## config.mk

```make
export PLATFORM = sky130hd
export DESIGN_NAME = dbg_regfile
export DESIGN_NICKNAME = d
export VERILOG_FILES = /design/src/rtl/dbg_pkg.sv /design/src/rtl/dbg_index_decode.sv /design/src/rtl/dbg_fault_prio.sv /design/src/rtl/dbg_regfile.sv
export SDC_FILE = /design/constraint.sdc
export NUM_CORES = 1
export LEC_CHECK = 0
export ABC_AREA = 1
export BUFFER_PORTS_ARGS = -buffer_cell sky130_fd_sc_hd__buf_2
export CAP_MARGIN = 40
export CELL_PAD_IN_SITES_DETAIL_PLACEMENT = 1
export CELL_PAD_IN_SITES_GLOBAL_PLACEMENT = 2
export CORE_UTILIZATION = 37
export CTS_CLUSTER_SIZE = 16
export DETAILED_ROUTE_END_ITERATION = 8
export GPL_ROUTABILITY_DRIVEN = 0
export GPL_TIMING_DRIVEN = 0
export PLACE_DENSITY = 0.95
export REMOVE_ABC_BUFFERS = 1
export SYNTH_ARGS = -nofsm -noshare
export SYNTH_HDL_FRONTEND = slang
export SYNTH_SLANG_ARGS = --single-unit
export TNS_END_PERCENT = 10
```

## constraint.sdc

```tcl
create_clock -name clk -period 5.9 [get_ports clk]
set_clock_uncertainty 0.15 [all_clocks]
set_input_delay 0.295 -clock clk [delete_from_list [all_inputs] [get_ports clk]]
set_output_delay 0.295 -clock clk [all_outputs]
set_load 0.02 [all_outputs]
```

## src/rtl/dbg_pkg.sv

```systemverilog
package dbg_pkg;

    typedef enum logic [1:0] {
        EXC_NONE = 2'd0,
        EXC_DB   = 2'd1,
        EXC_UD   = 2'd2,
        EXC_GP   = 2'd3
    } exc_e;

    typedef enum logic [1:0] {
        SEL_BP   = 2'd0,
        SEL_STAT = 2'd1,
        SEL_CTRL = 2'd2,
        SEL_BAD  = 2'd3
    } sel_e;

endpackage

```

## src/rtl/dbg_index_decode.sv

```systemverilog
module dbg_index_decode
    import dbg_pkg::*;
#(
    parameter int IDX_W  = 4,
    parameter int NUM_BP = 4,
    localparam int BP_W  = $clog2(NUM_BP)
) (
    input  logic [IDX_W-1:0] index,
    input  logic             dext,
    output sel_e             sel,
    output logic [BP_W-1:0]  bp_sel
);
    localparam int IDX_ALIAS_S = NUM_BP;
    localparam int IDX_ALIAS_C = NUM_BP + 1;
    localparam int IDX_STAT    = NUM_BP + 2;
    localparam int IDX_CTRL    = NUM_BP + 3;

    always_comb begin
        sel    = SEL_BAD;
        bp_sel = index[BP_W-1:0];
        if (int'(index) < NUM_BP) begin
            sel = SEL_BP;
        end else if (int'(index) == IDX_STAT) begin
            sel = SEL_STAT;
        end else if (int'(index) == IDX_CTRL) begin
            sel = SEL_CTRL;
        end else if (int'(index) == IDX_ALIAS_S) begin
            sel = dext ? SEL_BAD : SEL_STAT;
        end else if (int'(index) == IDX_ALIAS_C) begin
            sel = dext ? SEL_BAD : SEL_CTRL;
        end
    end

endmodule

```

## src/rtl/dbg_fault_prio.sv

```systemverilog
module dbg_fault_prio
    import dbg_pkg::*;
(
    input  sel_e       sel,
    input  logic       gd_set,
    input  logic [1:0] cpl,
    input  logic       write,
    input  logic       mode64,
    input  logic       upper_nz,
    output exc_e       exc
);
    logic f_ud;
    logic f_db;
    logic f_gp;

    always_comb begin
        f_ud = (sel == SEL_BAD);
        f_db = gd_set;
        f_gp = (cpl != 2'd0)
             || (write && mode64 && upper_nz
                 && ((sel == SEL_STAT) || (sel == SEL_CTRL)));
        if (f_ud)      exc = EXC_UD;
        else if (f_db) exc = EXC_DB;
        else if (f_gp) exc = EXC_GP;
        else           exc = EXC_NONE;
    end

endmodule

```

## src/rtl/dbg_regfile.sv

```systemverilog
module dbg_regfile
    import dbg_pkg::*;
#(
    parameter int DATA_W = 64,
    parameter int IDX_W  = 4,
    parameter int NUM_BP = 4,
    parameter int GD_BIT = 13
) (
    input  logic              clk,
    input  logic              rst_n,
    input  logic              req_valid,
    input  logic              req_write,
    input  logic [IDX_W-1:0]  req_index,
    input  logic [DATA_W-1:0] req_wdata,
    input  logic [1:0]        req_cpl,
    input  logic              req_mode64,
    input  logic              req_dext,
    output logic              rsp_done,
    output logic [DATA_W-1:0] rsp_rdata,
    output logic [1:0]        rsp_exc
);
    localparam int HALF_W = DATA_W / 2;
    localparam int BP_W   = $clog2(NUM_BP);

    typedef struct packed {
        logic [NUM_BP-1:0][DATA_W-1:0] bp;
        logic [DATA_W-1:0]             stat;
        logic [DATA_W-1:0]             ctrl;
        logic                          done;
        exc_e                          exc;
        logic [DATA_W-1:0]             rdata;
    } state_t;

    state_t st_d, st_q;

    sel_e              sel;
    logic [BP_W-1:0]   bp_sel;
    exc_e              exc;
    logic              upper_nz;
    logic [DATA_W-1:0] wval;
    logic [DATA_W-1:0] rval;

    dbg_index_decode #(.IDX_W(IDX_W), .NUM_BP(NUM_BP)) u_dec (
        .index  (req_index),
        .dext   (req_dext),
        .sel    (sel),
        .bp_sel (bp_sel)
    );

    assign upper_nz = |req_wdata[DATA_W-1:HALF_W];

    dbg_fault_prio u_prio (
        .sel      (sel),
        .gd_set   (st_q.ctrl[GD_BIT]),
        .cpl      (req_cpl),
        .write    (req_write),
        .mode64   (req_mode64),
        .upper_nz (upper_nz),
        .exc      (exc)
    );

    always_comb begin
        wval = req_mode64 ? req_wdata
                          : {{HALF_W{1'b0}}, req_wdata[HALF_W-1:0]};
        case (sel)
            SEL_BP:   rval = st_q.bp[bp_sel];
            SEL_STAT: rval = st_q.stat;
            SEL_CTRL: rval = st_q.ctrl;
            default:  rval = '0;
        endcase
        if (!req_mode64) rval[DATA_W-1:HALF_W] = '0;
    end

    always_comb begin
        st_d       = st_q;
        st_d.done  = req_valid;
        st_d.exc   = EXC_NONE;
        st_d.rdata = '0;
        if (req_valid) begin
            st_d.exc = exc;
            if (exc == EXC_NONE) begin
                if (req_write) begin
                    case (sel)
                        SEL_BP:   st_d.bp[bp_sel] = wval;
                        SEL_STAT: st_d.stat       = wval;
                        SEL_CTRL: st_d.ctrl       = wval;
                        default:  ;
                    endcase
                end else begin
                    st_d.rdata = rval;
                end
            end
        end
    end

    always_ff @(posedge clk) begin
        if (!rst_n) st_q <= '0;
        else        st_q <= st_d;
    end

    assign rsp_done  = st_q.done;
    assign rsp_rdata = st_q.rdata;
    assign rsp_exc   = st_q.exc;

endmodule

```

==> metrics, run 1 <==
Max Slew Vio Count=0; WP data required=6.27 ns; Core ar.=52450 µm²; minimum clock period=3.559 ns; Fmax=281.0 MHz; pin count of the biggest net entering global routing=149; via density per instance=5.372; vias in the first global route=19640; Root Driver=clkbuf_16; post-route ant nets=0; Startpoint Class=input pin; Initial Util=0.3743; H-tree levels=2; ranking of synthesized cells by area=dfxtp_1 46%, nor2_1 12%, nand2_1 9.4%, a21oi_1 5.5%, nand3_1 5.4%; initial antenna violation count=0; Port Buffers=between 100 and 150; part of the Yosys area used for sequential elements=0.4600; Synth-to-Final Area Change=17.04%; Synth Flop Type=dfxtp_1; Yosys top cell by area=dfxtp_1; initial drt markers=998; Final #Nets=between 2000 and 3000; worst hold path depth=5; yosys warns=0; Clock Latency Late Sink=0.61 ns; EDFF count, synth=0; Yosys top cell area share=0.4600; GRT Overall Usage=0.2378; Tightest Pin Transition=between 0.8 and 0.9 ns; count leader, synth=nor2_1; grt ovf=0; final number of setup-violating endpoints=0; cts hold-fix bufs=54; DP Cell Count=3336; DR pass1 iterations=5; clock slew at reported path FFs=0.06 ns; share of cells above drive strength 1=0.1002; synth unique cells=26; Final Cycle Share=0.6031; # rows=84; CTS max path bufs=3; asr flop ratio synth=0; DR vias=between 15000 and 20000; VDD IR max=0.2189 mV; first-pass GRT wire length=103200 µm; Leak=~9.5 nW; RSZ-0062 raised after global routing=no; CTS tree=done; # DRC=0; wire per inst=18.50 µm; depth of the most critical reg-to-reg path=9; post-detail-place hpwl=38680 µm; CTS Buf Count=51; total setup buffers inserted after CTS=0; status=finished clean; Yosys reg bits=451; Power Dens Cells=292.2 nW/µm²; Die Span Y=232.3 µm; die width=232.3 µm; Synth Instances=2754; Slew headroom=0.4019; hold crit path type=input pin to register; CTS Sinks=451; critical path class=input pin to register; MaxCap Viol Count=0; Netlist Area Pre-Place=19630 µm²; worst hold slack=0.01171 ns; FILL cells=6478; non-filler cells, final=around 3500; top cells by count, synth=604 x nor2_1, 493 x nand2_1, 451 x dfxtp_1, 216 x a21oi_1, 213 x nand3_1; Die Area=53970 µm²; io pins=143; Avg Inst Size Synth=around 7.1 µm²; WL final=64410 µm; # diodes=0; post-cts sizing count=0; Hold Fails Final Rpt=0; CP Capture Type=register; critical path arrival=3.92 ns; Max FO, Critical Path=48
[cells by family after synthesis]
group / Yosys count / synth area share
flip-flops: 451 / 0.4600
adder cells (fa/ha/maj): 4 / 0.002550
AO/OA/AOI/OAI: 562 / 0.1725
buffers and inverters: 420 / 0.09804
AND/OR/NAND/NOR: 1317 / 0.2670
[sequential cells by signal, indices dropped and copies added (netlist names)]
register,count
rsp_done,1
st_q,384
rsp_rdata,64
rsp_exc,2
[layer usage]
metal  vias up  global-route usage  wire length, µm  share of wire
met5         -                   0                0              0
met3       106             0.02800             2722          0.042
met1      9234              0.3017            28670           0.45
met2       402              0.4188            31670           0.49
met4         0             0.07052             1345          0.021
li1       8964                   -                -              -
[placed cells by master (no fill, tap or decap), drive strengths merged]
cell type / count
ha: 4
nor2: 606
nand4: 2
nand2: 493
a22oi: 119
a31oi: 35
bufinv: 2
a221oi: 31
o221ai: 9
clkinvlp: 1
clkinv: 9
o21ai: 121
nor3: 1
dfxtp: 451
a21oi: 216
inv: 134
nand3: 214
buf: 182
a21boi: 31
and3: 1
clkbuf: 78
dlygate4sd3: 54
[metrics by stage]
stage | power [mW] | util | setup slack, ns | TNS, ns | area, µm²
2_1_floorplan | 3.317 | - | -2.046 | -325.63 | 18200
3_3_place_gp | 3.533 | 0.3770 | -7.830 | -2299.92 | 19770
3_5_place_dp | 3.560 | 0.3961 | 1.791 | 0 | 20770
4_1_cts | 6.773 | 0.4381 | 2.330 | 0 | 22970
5_1_grt | 6.926 | 0.4381 | 2.119 | 0 | 22970
6_report | 6.713 | 0.4381 | 2.341 | 0 | 22970
[critical path, stage by stage]
cell	delay (ns)
dlygate4sd3_1	0.55
buf_2	0.13
nor2_1	0.09
nand2_1	0.13
nor2_1	0.24
nand2_1	0.13
o21ai_2	0.32
nand4_1	0.30
nor2_4	0.36
buf_12	0.27
buf_12	0.24
buf_12	0.24
buf_12	0.24
a21oi_1	0.13
nor2_1	0.16
[final timing paths]
path | slack, ns | end | startpoint
setup / recovery | 2.34 | st_q[275] | req_wdata[50]
setup reg to reg | 3.25 | st_q[275] | st_q[80]
hold reg to reg | 0.32 | st_q[106] | st_q[106]
hold / removal | 0.01 | rsp_exc[1] | req_cpl[0]
[report_power, final]
part	internal [mW]	switching, mW
Sequential	3.06	0.00637
Clock	1.86	1.32
Combinational	0.137	0.324
[area by class of cell]
class	instances	area (µm²)	share of cell area
Clock buffer	78	1528	0.06650
Clock inverter	14	133.9	0.005827
Sequential cell	451	9029	0.3930
Tap cell	688	860.8	0.03747
Timing Repair Buffer	236	2152	0.09367
Multi-Input combinational cell	1883	8766	0.3815
Inverter	132	505.5	0.02200
Note: power is estimated with default switching activity, not from simulation.
==> inputs of run 2 (changes only) <==
--- a/config.mk
+++ b/config.mk
@@ -10,12 +10,12 @@
 export CAP_MARGIN = 40
 export CELL_PAD_IN_SITES_DETAIL_PLACEMENT = 1
 export CELL_PAD_IN_SITES_GLOBAL_PLACEMENT = 2
-export CORE_UTILIZATION = 37
+export CORE_UTILIZATION = 31
 export CTS_CLUSTER_SIZE = 16
 export DETAILED_ROUTE_END_ITERATION = 8
 export GPL_ROUTABILITY_DRIVEN = 0
 export GPL_TIMING_DRIVEN = 0
-export PLACE_DENSITY = 0.95
+export PLACE_DENSITY = 0.86
 export REMOVE_ABC_BUFFERS = 1
 export SYNTH_ARGS = -nofsm -noshare
 export SYNTH_HDL_FRONTEND = slang
==> constraint.sdc (replaced) <==
create_clock -name clk -period 3.01 [get_ports clk]
set_clock_uncertainty 0.15 [all_clocks]
set_input_delay 0.1505 -clock clk [delete_from_list [all_inputs] [get_ports clk]]
set_output_delay 0.1505 -clock clk [all_outputs]
set_load 0.02 [all_outputs]
==> run 2 against run 1 <==
  * Via count up 0.71%
  * Flip-flop and latch count unchanged
  * Die area up 19%
  * Cell count increased by 5.4%
  * Clock-buffer cell count rose by 1
  * First-iteration DRC count fell by 3.5%
  * Non-clock buffer count up 34
  * Worst setup slack lost 2.2 ns
  * Sequential share of layout area decreased by 1.3 points
  * Critical endpoint is now st_q[341]
  * Total power is 100% higher
==> metrics, run 2 (same netlist as run 1, synthesis figures left out) <==
status=finished clean; via density per instance=around 5; Fmax=346.3 MHz; Top delay family on crit path=buffers and inverters; Core ar.=62170 µm²; MaxCap Viol Count=0; first-pass GRT wire length=106400 µm; Slew headroom=0.4723; wire per inst=18.31 µm; CTS tree=done; Startpoint Class=input pin; Pint=just over 10 mW; grt ovf=0; CTS max path bufs=3; Clock Latency Late Sink=~0.6 ns; Seq pwr share=0.443; critical-path cell list=dlygate4sd3_1 > buf_2 > nor2_1 > nand2_1 > nor2_1 > nand2_1 > o21ai_4 > nand4_1 > nor2_4 > buf_12 > buf_12 > buf_12 > buf_12 > nand3_1 > nand2_1 > nor2_1; initial drt markers=963; post-route ant nets=0; io pins=approximately 140; CP max-delay cell=dlygate4sd3_1; CP dominant cell by count=buf_12; Root Driver=clkbuf_16; Total Neg Setup Slack=0 ns; Largest Register=st_q; CTS Buf Count=between 50 and 60; Initial Util=0.3157; Port Buffers=142; commonest cells after routing, fill and taps aside=600 x nor2_1, 492 x nand2_1, 451 x dfxtp_1; Hold Fails Final Rpt=0; Gate power share=0.071; worst hold path depth=6; flop-to-flop setup slack=0.55 ns; DR vias=18840; Final Cycle Share=0.9593; Max Slew Vio Count=0; minimum clock period=2.887 ns; # DRC=0; clock slew at reported path FFs=0.06 ns; vias in the first global route=20060; WP data required=around 3.4 ns; initial antenna violation count=1; Tightest Pin Transition=a little under 0.8 ns; FILL cells=7599; max reg flops=384; Power Dens Cells=~570 nW/µm²; NetSw=3.300 mW; post-detail-place hpwl=41050 µm; CTS Sinks=451; Crit Reg-Reg Endpoint=st_q[341]; Max FO, Critical Path=48; worst r2r src=st_q[80]; Final #Nets=~2900; VDD IR max=0.3881 mV; Die Span Y=roughly 250 µm; H-tree levels=2; hold path start=req_write; fraction of power consumed by the clock network=0.486; Leak=9.703 nW; leading cell type in the layout, fill and taps excluded=nor2_1; die width=253.6 µm; Hold EP=rsp_exc[1]; pin count of the biggest net entering global routing=168; GRT Overall Usage=0.2079; switch share=0.2432; WL final=67190 µm; Synth-to-Final Area Change=20.98%; RSZ-0062 raised after global routing=yes; share of cells above drive strength 1=0.1055; # rows=91; # diodes=0; DP Cell Count=roughly 3500; worst hold slack=0.03257 ns; critical path arrival=3.23 ns; critical path class=input pin to register; total power=13.57 mW; depth of the most critical reg-to-reg path=10; DR pass1 iterations=5; CP Capture Type=register; Die Area=about 64000 µm²; critical path's largest stage delay=approximately 0.54 ns; hold crit path type=input pin to register; Bufs and invs on worst path=6; final number of setup-violating endpoints=0; non-filler cells, final=3670
run 2: how the worst max path moves through the flow:
stage,startpoint,slack (ns),depth (start not counted),end
after detailed placement,req_index[1],-1.13,17,st_q[341]
after CTS,req_cpl[0],0.004,12,st_q[136]
after global routing,rst_n,-0.02,7,rsp_rdata[22]
after floorplan,req_index[1],-4.79,5,st_q[356]
final,req_wdata[63],0.12,16,st_q[341]
after global placement,req_index[1],-10.88,7,rsp_rdata[56]
run 2: stage by stage:
step           utilization  setup slack, ns  instance area, µm²
2_1_floorplan            -           -4.792               18200
3_3_place_gp        0.3210           -10.88               19960
3_5_place_dp        0.3386           -1.126               21050
4_1_cts             0.3809         0.003618               23680
5_1_grt             0.3820         -0.01549               23750
6_report            0.3820           0.1225               23750
run 2: layout make-up:
class	count	area (µm²)	share of cell area
clock buffers	79	1587	0.06681
multi-input cells	1884	8808	0.3709
clock inverters	17	191.4	0.008062
well taps	837	1047	0.04410
inverters	132	510.5	0.02150
flip-flops and latches	451	9029	0.3802
repair buffers	270	2574	0.1084
run 2: layer usage:
layer | vias up | global-route usage | wire, µm
li1 | 9047 | - | -
met5 | - | 0 | 0
met2 | 326 | 0.3738 | 33570
met1 | 9348 | 0.2515 | 29190
met4 | 0 | 0.07780 | 2064
met3 | 118 | 0.02550 | 2361
run 2: repair_timing:
item | CTS | global route
pin swaps | 4 | 1
hold buffers | 76 | 0
endpoints found under the setup margin | 196 | 60
buffers inserted | 6 | 2
gates resized for setup | 5 | 2
endpoints found under the hold margin | 386 | 0
gates cloned | 1 | 1
run 2: worst min-delay path, cell delays in order:
cell,delay [ns]
buf_2,0.13
and3_1,0.19
o21ai_4,0.10
nand2_1,0.06
nand2_1,0.05
a21oi_1,0.06
run 2: power groups by stage:
| stage | Sequential, mW | Combinational (mW) | Clock (mW) |
|---|---|---|---|
| floorplan | 6.14 | 0.365 | 0 |
| global placement | 6.14 | 0.798 | 0 |
| detailed placement | 6.14 | 0.860 | 0 |
| CTS | 6.01 | 0.958 | 6.76 |
| global route | 6.01 | 1.05 | 6.98 |
| finish | 6.01 | 0.963 | 6.60 |
==> inputs of run 3 (changes only) <==
--- a/config.mk
+++ b/config.mk
@@ -16,7 +16,7 @@
 export GPL_ROUTABILITY_DRIVEN = 0
 export GPL_TIMING_DRIVEN = 0
 export PLACE_DENSITY = 0.86
-export REMOVE_ABC_BUFFERS = 1
+export SKIP_CTS_REPAIR_TIMING = 1
 export SYNTH_ARGS = -nofsm -noshare
 export SYNTH_HDL_FRONTEND = slang
 export SYNTH_SLANG_ARGS = --single-unit
==> run 3 against run 2 <==
  * The flow now finishes with violations (hold timing)
  * Cell area is 1.2% higher
  * Clock power rose by 3.2%
  * Critical path depth is 2 lower
  * Largest power group unchanged
==> metrics, run 3 (same netlist as run 1, synthesis figures left out) <==
minimum clock period=2.919 ns; GRT Overall Usage=0.2704; vias in the first global route=21020; CTS Sinks=~450; Hold EP=st_q[439]; via density per instance=5.328; Mapped Nets=2834; hold path start=req_wdata[52]; wire per inst=22.62 µm; critical path class=input pin to register; CTS Buf Count=between 50 and 60; initial drt markers=around 1600; depth of the most critical reg-to-reg path=8; Die Span Y=253.6 µm; # DRC=0; Synth-to-Final Area Change=22.44%; # rows=91; Final #Nets=3106; final number of setup-violating endpoints=0; CP Capture Type=register; Startpoint Class=input pin; MaxCap Viol Count=0; Port Buffers=140; failing checks=hold timing; VDD IR max=about 0.35 mV; Clock Latency Late Sink=0.62 ns; CTS max path bufs=3; post-route ant nets=0; critical path arrival=roughly 3.3 ns; Crit Reg-Reg Endpoint=st_q[192]; hold crit path type=input pin to register; Die Area=64330 µm²; io pins=143; Tightest Pin Transition=0.9783 ns; post-route cell area=24030 µm²; CTS tree=done; Hold Fails Final Rpt=6; max reg flops=384; worst r2r src=st_q[80]; Core ar.=~62000 µm²; Max FO, Critical Path=10; Initial Util=0.3157; Largest Register=st_q; worst hold path depth=5; total power=13.89 mW; H-tree levels=2; Root Driver=clkbuf_16; grt ovf=0; flop-to-flop setup slack=0.67 ns; worst hold slack=-0.03229 ns; Fmax=342.6 MHz; WL final=between 80000 and 90000 µm; Leak=~10 nW; WP data required=between 3 and 4 ns; die width=253.6 µm; # diodes=0; DR vias=20820; pin count of the biggest net entering global routing=14; DR pass1 iterations=5; commonest cells after routing, fill and taps aside=604 x nor2_1, 493 x nand2_1, 451 x dfxtp_1; Slew headroom=0.3454; initial antenna violation count=3; share of cells above drive strength 1=0.1254; clock slew at reported path FFs=roughly 0.07 ns; Final Cycle Share=0.9698; leading cell type in the layout, fill and taps excluded=nor2_1; Max Slew Vio Count=0; DP Area=approximately 22000 µm²; status=complete, but fails checks; Power Dens Cells=577.8 nW/µm²; post-detail-place hpwl=a little over 60000 µm; first-pass GRT wire length=130300 µm
-- run 3: cell count changes in the layout (fill, tap and decap cells not counted), sizes merged --
cell	before	now
buf	193	334
clkbuf	80	194
dlygate4sd3	76	61
clkinv	12	10
bufinv	4	3
inv	132	133
nor2	607	606
-- run 3: per-stage QoR --
| stage | setup TNS [ns] | std cells | setup WS, ns | utilization | hold WS [ns] |
|---|---|---|---|---|---|
| after global routing | -0.01864 | 3907 | -0.01131 | 0.3866 | 0.02344 |
| after detailed placement | -146.70 | 3746 | -0.5021 | 0.3470 | 0.2664 |
| after floorplan | 0 | 2754 | 0.8212 | - | 0.1354 |
| after global placement | -86.65 | 3731 | -0.5133 | 0.3439 | 0.2552 |
| after CTS | 0 | 3845 | 0.1228 | 0.3766 | -0.3753 |
| final | 0 | 3907 | 0.09094 | 0.3866 | -0.03229 |
-- run 3: area by class of cell --
cell class	count	area, µm²
Inverter	132	495.5
Sequential cell	451	9029
Timing Repair Buffer	217	1514
Clock buffer	84	1675
Multi-Input combinational cell	1883	8682
Tap cell	837	1047
Clock inverter	15	162.7
Buffer	288	1429
Fill cell	7816	38130
-- run 3: worst max-delay path by stage --
| stage | startpoint | to | cells past startpoint | slack (ns) |
|---|---|---|---|---|
| floorplan | req_index[1] | st_q[365] | 14 | 0.82 |
| global placement | req_index[1] | rsp_rdata[31] | 9 | -0.51 |
| detailed placement | req_index[0] | rsp_rdata[39] | 12 | -0.50 |
| CTS | req_index[0] | st_q[184] | 14 | 0.12 |
| global route | req_wdata[46] | st_q[187] | 14 | -0.01 |
| finish | req_wdata[34] | st_q[192] | 14 | 0.09 |
-- run 3: report_power, final --
part           switching [mW]  internal, mW  leakage (nW)
combinational           0.811         0.254          5.60
sequential             0.0132          5.99          3.63
clock                    2.75          4.06         0.915
total                    3.58          10.3          10.1
-- run 3: critical path: stages --
cell and delay, ns:
dlygate4sd3_1 0.53, buf_2 0.13, nor2_1 0.09, nand2_1 0.06, nor2_1 0.26, nand2_1 0.21, o21ai_2 0.27, nand3_1 0.20
nor2_4 0.22, nand2_1 0.10, inv_2 0.45, buf_2 0.42, nor2_1 0.07, nor2_1 0.13
-- run 3: per-layer routing --
metal,up-vias,routed length [µm],global-route usage
met5,-,23,0
met4,4,4033,0.1282
met3,205,6227,0.04783
met2,804,40540,0.4449
met1,10290,37570,0.3419
li1,9512,-,-
